## config.mk

```make
export PLATFORM = sky130hd
export DESIGN_NAME = cmt_timer_irq
export DESIGN_NICKNAME = d
export VERILOG_FILES = /design/src/rtl/cmt_pkg.sv /design/src/rtl/cmt_rst_sync.sv /design/src/rtl/cmt_counter.sv /design/src/rtl/cmt_irq_flag.sv /design/src/rtl/cmt_regs.sv /design/src/rtl/cmt_timer_irq.sv
export SDC_FILE = /design/constraint.sdc
export NUM_CORES = 1
export LEC_CHECK = 0
export ABC_AREA = 1
export ABC_CLOCK_PERIOD_IN_PS = 1100
export BUFFER_PORTS_ARGS = -buffer_cell sky130_fd_sc_hd__buf_2
export CORE_AREA = 2 2 60 62
export CTS_CLUSTER_DIAMETER = 80
export CTS_CLUSTER_SIZE = 10
export DETAILED_ROUTE_END_ITERATION = 8
export DIE_AREA = 0 0 62 64
export SLEW_MARGIN = 20
export SYNTH_ARGS = -nofsm -noshare
export SYNTH_HDL_FRONTEND = slang
export SYNTH_HIERARCHICAL = 1
export SYNTH_SLANG_ARGS = --single-unit
```

## constraint.sdc

```tcl
create_clock -name clk -period 1.1 [get_ports clk]
set_input_delay 0.165 -clock clk [delete_from_list [all_inputs] [get_ports clk]]
set_output_delay 0.165 -clock clk [all_outputs]
set_load 0.005 [all_outputs]
```

## src/rtl/cmt_pkg.sv

```systemverilog
package cmt_pkg;
  localparam int ADDR_W = 3;

  localparam logic [ADDR_W-1:0] OFS_CMP  = 3'h0;
  localparam logic [ADDR_W-1:0] OFS_RUN  = 3'h1;
  localparam logic [ADDR_W-1:0] OFS_CNT  = 3'h2;
  localparam logic [ADDR_W-1:0] OFS_MASK = 3'h3;
  localparam logic [ADDR_W-1:0] OFS_FLAG = 3'h4;
endpackage

```

## src/rtl/cmt_rst_sync.sv

```systemverilog
module cmt_rst_sync #(
  parameter int STAGES = 2
) (
  input  logic clk,
  input  logic rst_n,
  output logic rst_n_sync
);
  logic [STAGES-1:0] sync_q;
  logic [STAGES-1:0] sync_d;

  always_comb begin
    sync_d = {sync_q[STAGES-2:0], 1'b1};
  end

  always_ff @(posedge clk or negedge rst_n) begin
    if (!rst_n) sync_q <= '0;
    else        sync_q <= sync_d;
  end

  assign rst_n_sync = sync_q[STAGES-1];
endmodule

```

## src/rtl/cmt_counter.sv

```systemverilog
module cmt_counter #(
  parameter int CNT_W = 8
) (
  input  logic             clk,
  input  logic             rst_n,
  input  logic             adv,
  input  logic [CNT_W-1:0] cmp,
  output logic [CNT_W-1:0] cnt,
  output logic             match
);
  logic [CNT_W-1:0] cnt_q;
  logic [CNT_W-1:0] cnt_d;

  always_comb begin
    match = adv && (cnt_q == cmp);
    cnt_d = cnt_q;
    if (match)    cnt_d = '0;
    else if (adv) cnt_d = cnt_q + CNT_W'(1);
  end

  always_ff @(posedge clk or negedge rst_n) begin
    if (!rst_n)   cnt_q <= '0;
    else if (adv) cnt_q <= cnt_d;
  end

  assign cnt = cnt_q;
endmodule

```

## src/rtl/cmt_irq_flag.sv

```systemverilog
module cmt_irq_flag (
  input  logic clk,
  input  logic rst_n,
  input  logic match,
  input  logic mask_en,
  input  logic clr_req,
  output logic flag
);
  logic flag_q;
  logic flag_d;
  logic set_evt;

  always_comb begin
    set_evt = match && mask_en;
    flag_d  = flag_q;
    if (clr_req) flag_d = 1'b0;
    if (set_evt) flag_d = 1'b1;
  end

  always_ff @(posedge clk or negedge rst_n) begin
    if (!rst_n) flag_q <= 1'b0;
    else        flag_q <= flag_d;
  end

  assign flag = flag_q;
endmodule

```

## src/rtl/cmt_regs.sv

```systemverilog
module cmt_regs
  import cmt_pkg::*;
#(
  parameter int              CNT_W   = 8,
  parameter int              DATA_W  = 8,
  parameter logic [CNT_W-1:0] CMP_RST = '1
) (
  input  logic              clk,
  input  logic              rst_n,
  input  logic              wr_en,
  input  logic [ADDR_W-1:0] addr,
  input  logic [DATA_W-1:0] wdata,
  input  logic [CNT_W-1:0]  cnt,
  input  logic              flag,
  output logic [CNT_W-1:0]  cmp,
  output logic              run,
  output logic              mask_en,
  output logic              flag_clr,
  output logic [DATA_W-1:0] rdata
);
  localparam int PAD_CNT = DATA_W - CNT_W;
  localparam int PAD_BIT = DATA_W - 1;

  logic [CNT_W-1:0] cmp_q, cmp_d;
  logic             run_q, run_d;
  logic             mask_q, mask_d;
  logic             wr_cmp, wr_run, wr_mask, wr_flag;

  always_comb begin
    wr_cmp  = wr_en && (addr == OFS_CMP);
    wr_run  = wr_en && (addr == OFS_RUN);
    wr_mask = wr_en && (addr == OFS_MASK);
    wr_flag = wr_en && (addr == OFS_FLAG);

    cmp_d  = wr_cmp  ? wdata[CNT_W-1:0] : cmp_q;
    run_d  = wr_run  ? wdata[0]         : run_q;
    mask_d = wr_mask ? wdata[0]         : mask_q;
    flag_clr = wr_flag && wdata[0];
  end

  always_ff @(posedge clk or negedge rst_n) begin
    if (!rst_n) begin
      cmp_q  <= CMP_RST;
      run_q  <= 1'b0;
      mask_q <= 1'b0;
    end else begin
      if (wr_cmp)  cmp_q  <= cmp_d;
      if (wr_run)  run_q  <= run_d;
      if (wr_mask) mask_q <= mask_d;
    end
  end

  always_comb begin
    unique case (addr)
      OFS_CMP:  rdata = {{PAD_CNT{1'b0}}, cmp_q};
      OFS_RUN:  rdata = {{PAD_BIT{1'b0}}, run_q};
      OFS_CNT:  rdata = {{PAD_CNT{1'b0}}, cnt};
      OFS_MASK: rdata = {{PAD_BIT{1'b0}}, mask_q};
      OFS_FLAG: rdata = {{PAD_BIT{1'b0}}, flag};
      default:  rdata = '0;
    endcase
  end

  assign cmp     = cmp_q;
  assign run     = run_q;
  assign mask_en = mask_q;
endmodule

```

## src/rtl/cmt_timer_irq.sv

```systemverilog
module cmt_timer_irq
  import cmt_pkg::*;
#(
  parameter int               CNT_W       = 8,
  parameter int               DATA_W      = 8,
  parameter int               SYNC_STAGES = 2,
  parameter logic [CNT_W-1:0] CMP_RST     = '1
) (
  input  logic              clk,
  input  logic              rst_n,
  input  logic              tick_en,
  input  logic              bus_wr_en,
  input  logic [ADDR_W-1:0] bus_addr,
  input  logic [DATA_W-1:0] bus_wdata,
  output logic [DATA_W-1:0] bus_rdata,
  output logic              irq_req
);
  logic             rst_n_sync;
  logic [CNT_W-1:0] cmp_val;
  logic [CNT_W-1:0] cnt_val;
  logic             run_bit;
  logic             mask_bit;
  logic             flag_bit;
  logic             flag_clr;
  logic             adv;
  logic             match;

  cmt_rst_sync #(.STAGES(SYNC_STAGES)) u_rst (
    .clk        (clk),
    .rst_n      (rst_n),
    .rst_n_sync (rst_n_sync)
  );

  assign adv = tick_en && run_bit;

  cmt_regs #(.CNT_W(CNT_W), .DATA_W(DATA_W), .CMP_RST(CMP_RST)) u_regs (
    .clk      (clk),
    .rst_n    (rst_n_sync),
    .wr_en    (bus_wr_en),
    .addr     (bus_addr),
    .wdata    (bus_wdata),
    .cnt      (cnt_val),
    .flag     (flag_bit),
    .cmp      (cmp_val),
    .run      (run_bit),
    .mask_en  (mask_bit),
    .flag_clr (flag_clr),
    .rdata    (bus_rdata)
  );

  cmt_counter #(.CNT_W(CNT_W)) u_cnt (
    .clk   (clk),
    .rst_n (rst_n_sync),
    .adv   (adv),
    .cmp   (cmp_val),
    .cnt   (cnt_val),
    .match (match)
  );

  cmt_irq_flag u_flag (
    .clk     (clk),
    .rst_n   (rst_n_sync),
    .match   (match),
    .mask_en (mask_bit),
    .clr_req (flag_clr),
    .flag    (flag_bit)
  );

  assign irq_req = flag_bit;
endmodule

```

==> metrics <==
Initial Util=0.387; minimum clock period after layout=1470 ps; Syn Std Cell Area=1270 um2; # fillers=316; area of the multi-input gates=677 um2; final worst setup slack=-375 ps; die width=62 um; worst flop-to-flop path startpoint=u_regs/cmp[1]$_DFFE_PN1P_; Antenna diodes=0; share of layout cells above drive strength 1=0.466; total die area=3970 um2; RSZ-0062 raised after global routing=yes; Ys Warns=6; Setup violations, final=18; WL per Instance=12.0 um; Crit Reg-Reg Endpoint=u_flag/flag$_DFFE_PN0P_; Worst Setup Start Kind=flop; largest fanout on the critical path=2; crit share post-route=1.34; HP Class=in -> reg; DRT Pass-1 Iters=4; max-cap violations=0; vias in the first global route=1286; top sig layer=met4; Final Wtd Congestion=0.776; status=finished with violations; clk_skew=1.28 ps; via count=1359; CP Class=reg -> out; Sink Count=21; num rows=21; syn_nets=192; nets@finish=266; Cells after Synth=176; I/O Buffers=23; first-pass GRT wire length=5780 um; Avg Cell Area, Syn=7.22 um2; total track usage=0.201; htree depth=1; number of vias per cell=4.61; Worst Setup EP=bus_rdata[1]; CP Capture Type=primary output; R2R Setup Slk=-270 ps; Seq cells post-synth=21; failing checks=setup timing; cts bufs inserted=3; reg2reg path depth=10; DRT antenna net count=0; Yosys cell types=24; Achievable Freq=678 MHz; met1 wire length=1550 um; WP data arrival=1310 ps; clock transition at the registers of the reported paths=130 ps; core area=3280 um2; latest clock arrival within the worst-skew pair=310 ps; number of remaining DRC errors=0; DP HPWL=2420 um; CTS tree=built; Worst EP required=940 ps; GRT overflow=0; Final Hold Vio Count=0; total wire length=3550 um; Util after Layout=0.592; post-synthesis sequential area ratio=0.421; DR iter-0 viols=42; Max Root-Sink Buffers=2; met2 wire length=1690 um; Finished Layout Cells=295; placed insts=276; hold path start=bus_wdata[4]; Slew Limit Fails=0; met3 WL=200 um; Worst setup startpoint=u_regs/cmp[1]$_DFFE_PN1P_; register area=537 um2; largest net degree at the start of global routing=20; initial antenna violation count=0; VDD IR max=847 uV; Die Y=64 um; root buf cell=clkbuf_4; Leak Pwr=1.06 nW; Area Overhead vs Synth=53.1%; pwr dens=1470 nW/um2; Top-Level Pins=24
[power breakdown]
group	switching (mW)	total, mW	internal (mW)
combinational	0.638	1.34	0.705
clock	0.259	0.396	0.136
sequential	0.145	1.12	0.973
[cell families after synthesis]
group | Yosys count | synth area share
buf+inv | 34 | 0.109
other cells | 1 | 0.00295
flops | 21 | 0.421
compound gates | 13 | 0.0591
xor+xnor | 7 | 0.0482
simple gates | 99 | 0.349
fa+ha+maj | 1 | 0.00984
[state kept, by name, summed over array words and instances, names as in the netlist]
register,flops
u_regs/mask_en,1
u_cnt/cnt,8
u_flag/flag,1
u_regs/run,1
u_rst/sync_q,2
u_regs/cmp,8
[layer usage]
| metal | global-route usage | up-vias |
|---|---|---|
| met5 | 0 | - |
| met4 | 0.112 | 0 |
| met3 | 0.0223 | 12 |
| met2 | 0.305 | 39 |
| met1 | 0.270 | 627 |
| li1 | - | 681 |
[cells in the mapped netlist]
library cell  number  share of area
nand4_1            4          0.020
o21bai_2           1         0.0089
nand3_2            2          0.016
o21ai_2            1         0.0069
buf_2              1         0.0039
dfrtp_1           13           0.26
o21ai_0           10          0.039
inv_2              2         0.0059
nor3_4             1          0.013
nand2_1           59           0.17
inv_4              1         0.0049
nand3_1           14          0.055
conb_1             1         0.0029
nand2_2            2         0.0098
a21oi_1            1         0.0039
buf_6              1         0.0089
xnor2_1            1         0.0069
dfstp_2            8           0.17
inv_1             29          0.086
ha_1               1         0.0098
xor2_1             6          0.041
nor2_4             1         0.0089
nor2_1            13          0.038
nor2_2             3          0.015
[what timing repair did]
action                                  in CTS  in global routing
endpoints found under the setup margin      17                 17
hold endpoints to repair                     2                  0
buffers inserted                             9                  6
gates resized for setup                     17                 23
hold buffers                                 1                  0
pin swaps                                   11                  9
[stage by stage]
step | area (um2) | total power [mW] | TNS (ps) | hold slack (ps) | setup WS (ps)
floorplan | 1270 | 1.61 | -681 | -131 | -85.4
global placement | 1690 | 2.07 | -2220 | -48.4 | -185
detailed placement | 1690 | 2.09 | -2360 | -48.6 | -206
CTS | 1840 | 2.68 | -4220 | 38.5 | -400
global route | 1950 | 3.07 | -5390 | 48.1 | -434
finish | 1950 | 2.86 | -4240 | 41.8 | -375
[worst max-delay path, cell delays in order, from the launching register on]
cell and delay [ps]:
dfstp_2 580, buf_6 100, buf_6 90, nand2_2 50, o21ai_2 50, buf_2 130
[placed cells by master, fill, tap and decap left out, drive strengths merged, types with 3 or more instances in the layout]
cell type,n
nand2,61
dfrtp,13
buf,70
nor2,17
dfstp,8
xor2,6
clkbuf,3
o21ai,11
nand4,4
nand3,16
inv,32
[worst min path at each step]
stage / end / slack [ps] / depth (start not counted)
6_report: u_regs/cmp[4]$_DFFE_PN1P_ / 40 / 3
5_1_grt: u_regs/cmp[2]$_DFFE_PN1P_ / 50 / 3
4_1_cts: u_regs/cmp[2]$_DFFE_PN1P_ / 40 / 3
3_5_place_dp: u_rst/sync_q[1]$_DFF_PN0_ / -50 / 1
3_3_place_gp: u_rst/sync_q[0]$_DFF_PN0_ / -50 / 1
2_1_floorplan: u_rst/sync_q[0]$_DFF_PN0_ / -130 / 0
[layout make-up]
class                           instances  share of cell area
Tap cell                               46              0.0296
Clock buffer                            3              0.0116
Timing Repair Buffer                   71               0.269
Sequential cell                        21               0.276
Multi-Input combinational cell        121               0.348
Inverter                               32              0.0630
Clock inverter                          1             0.00257
Power figures use the tool's default switching activity.
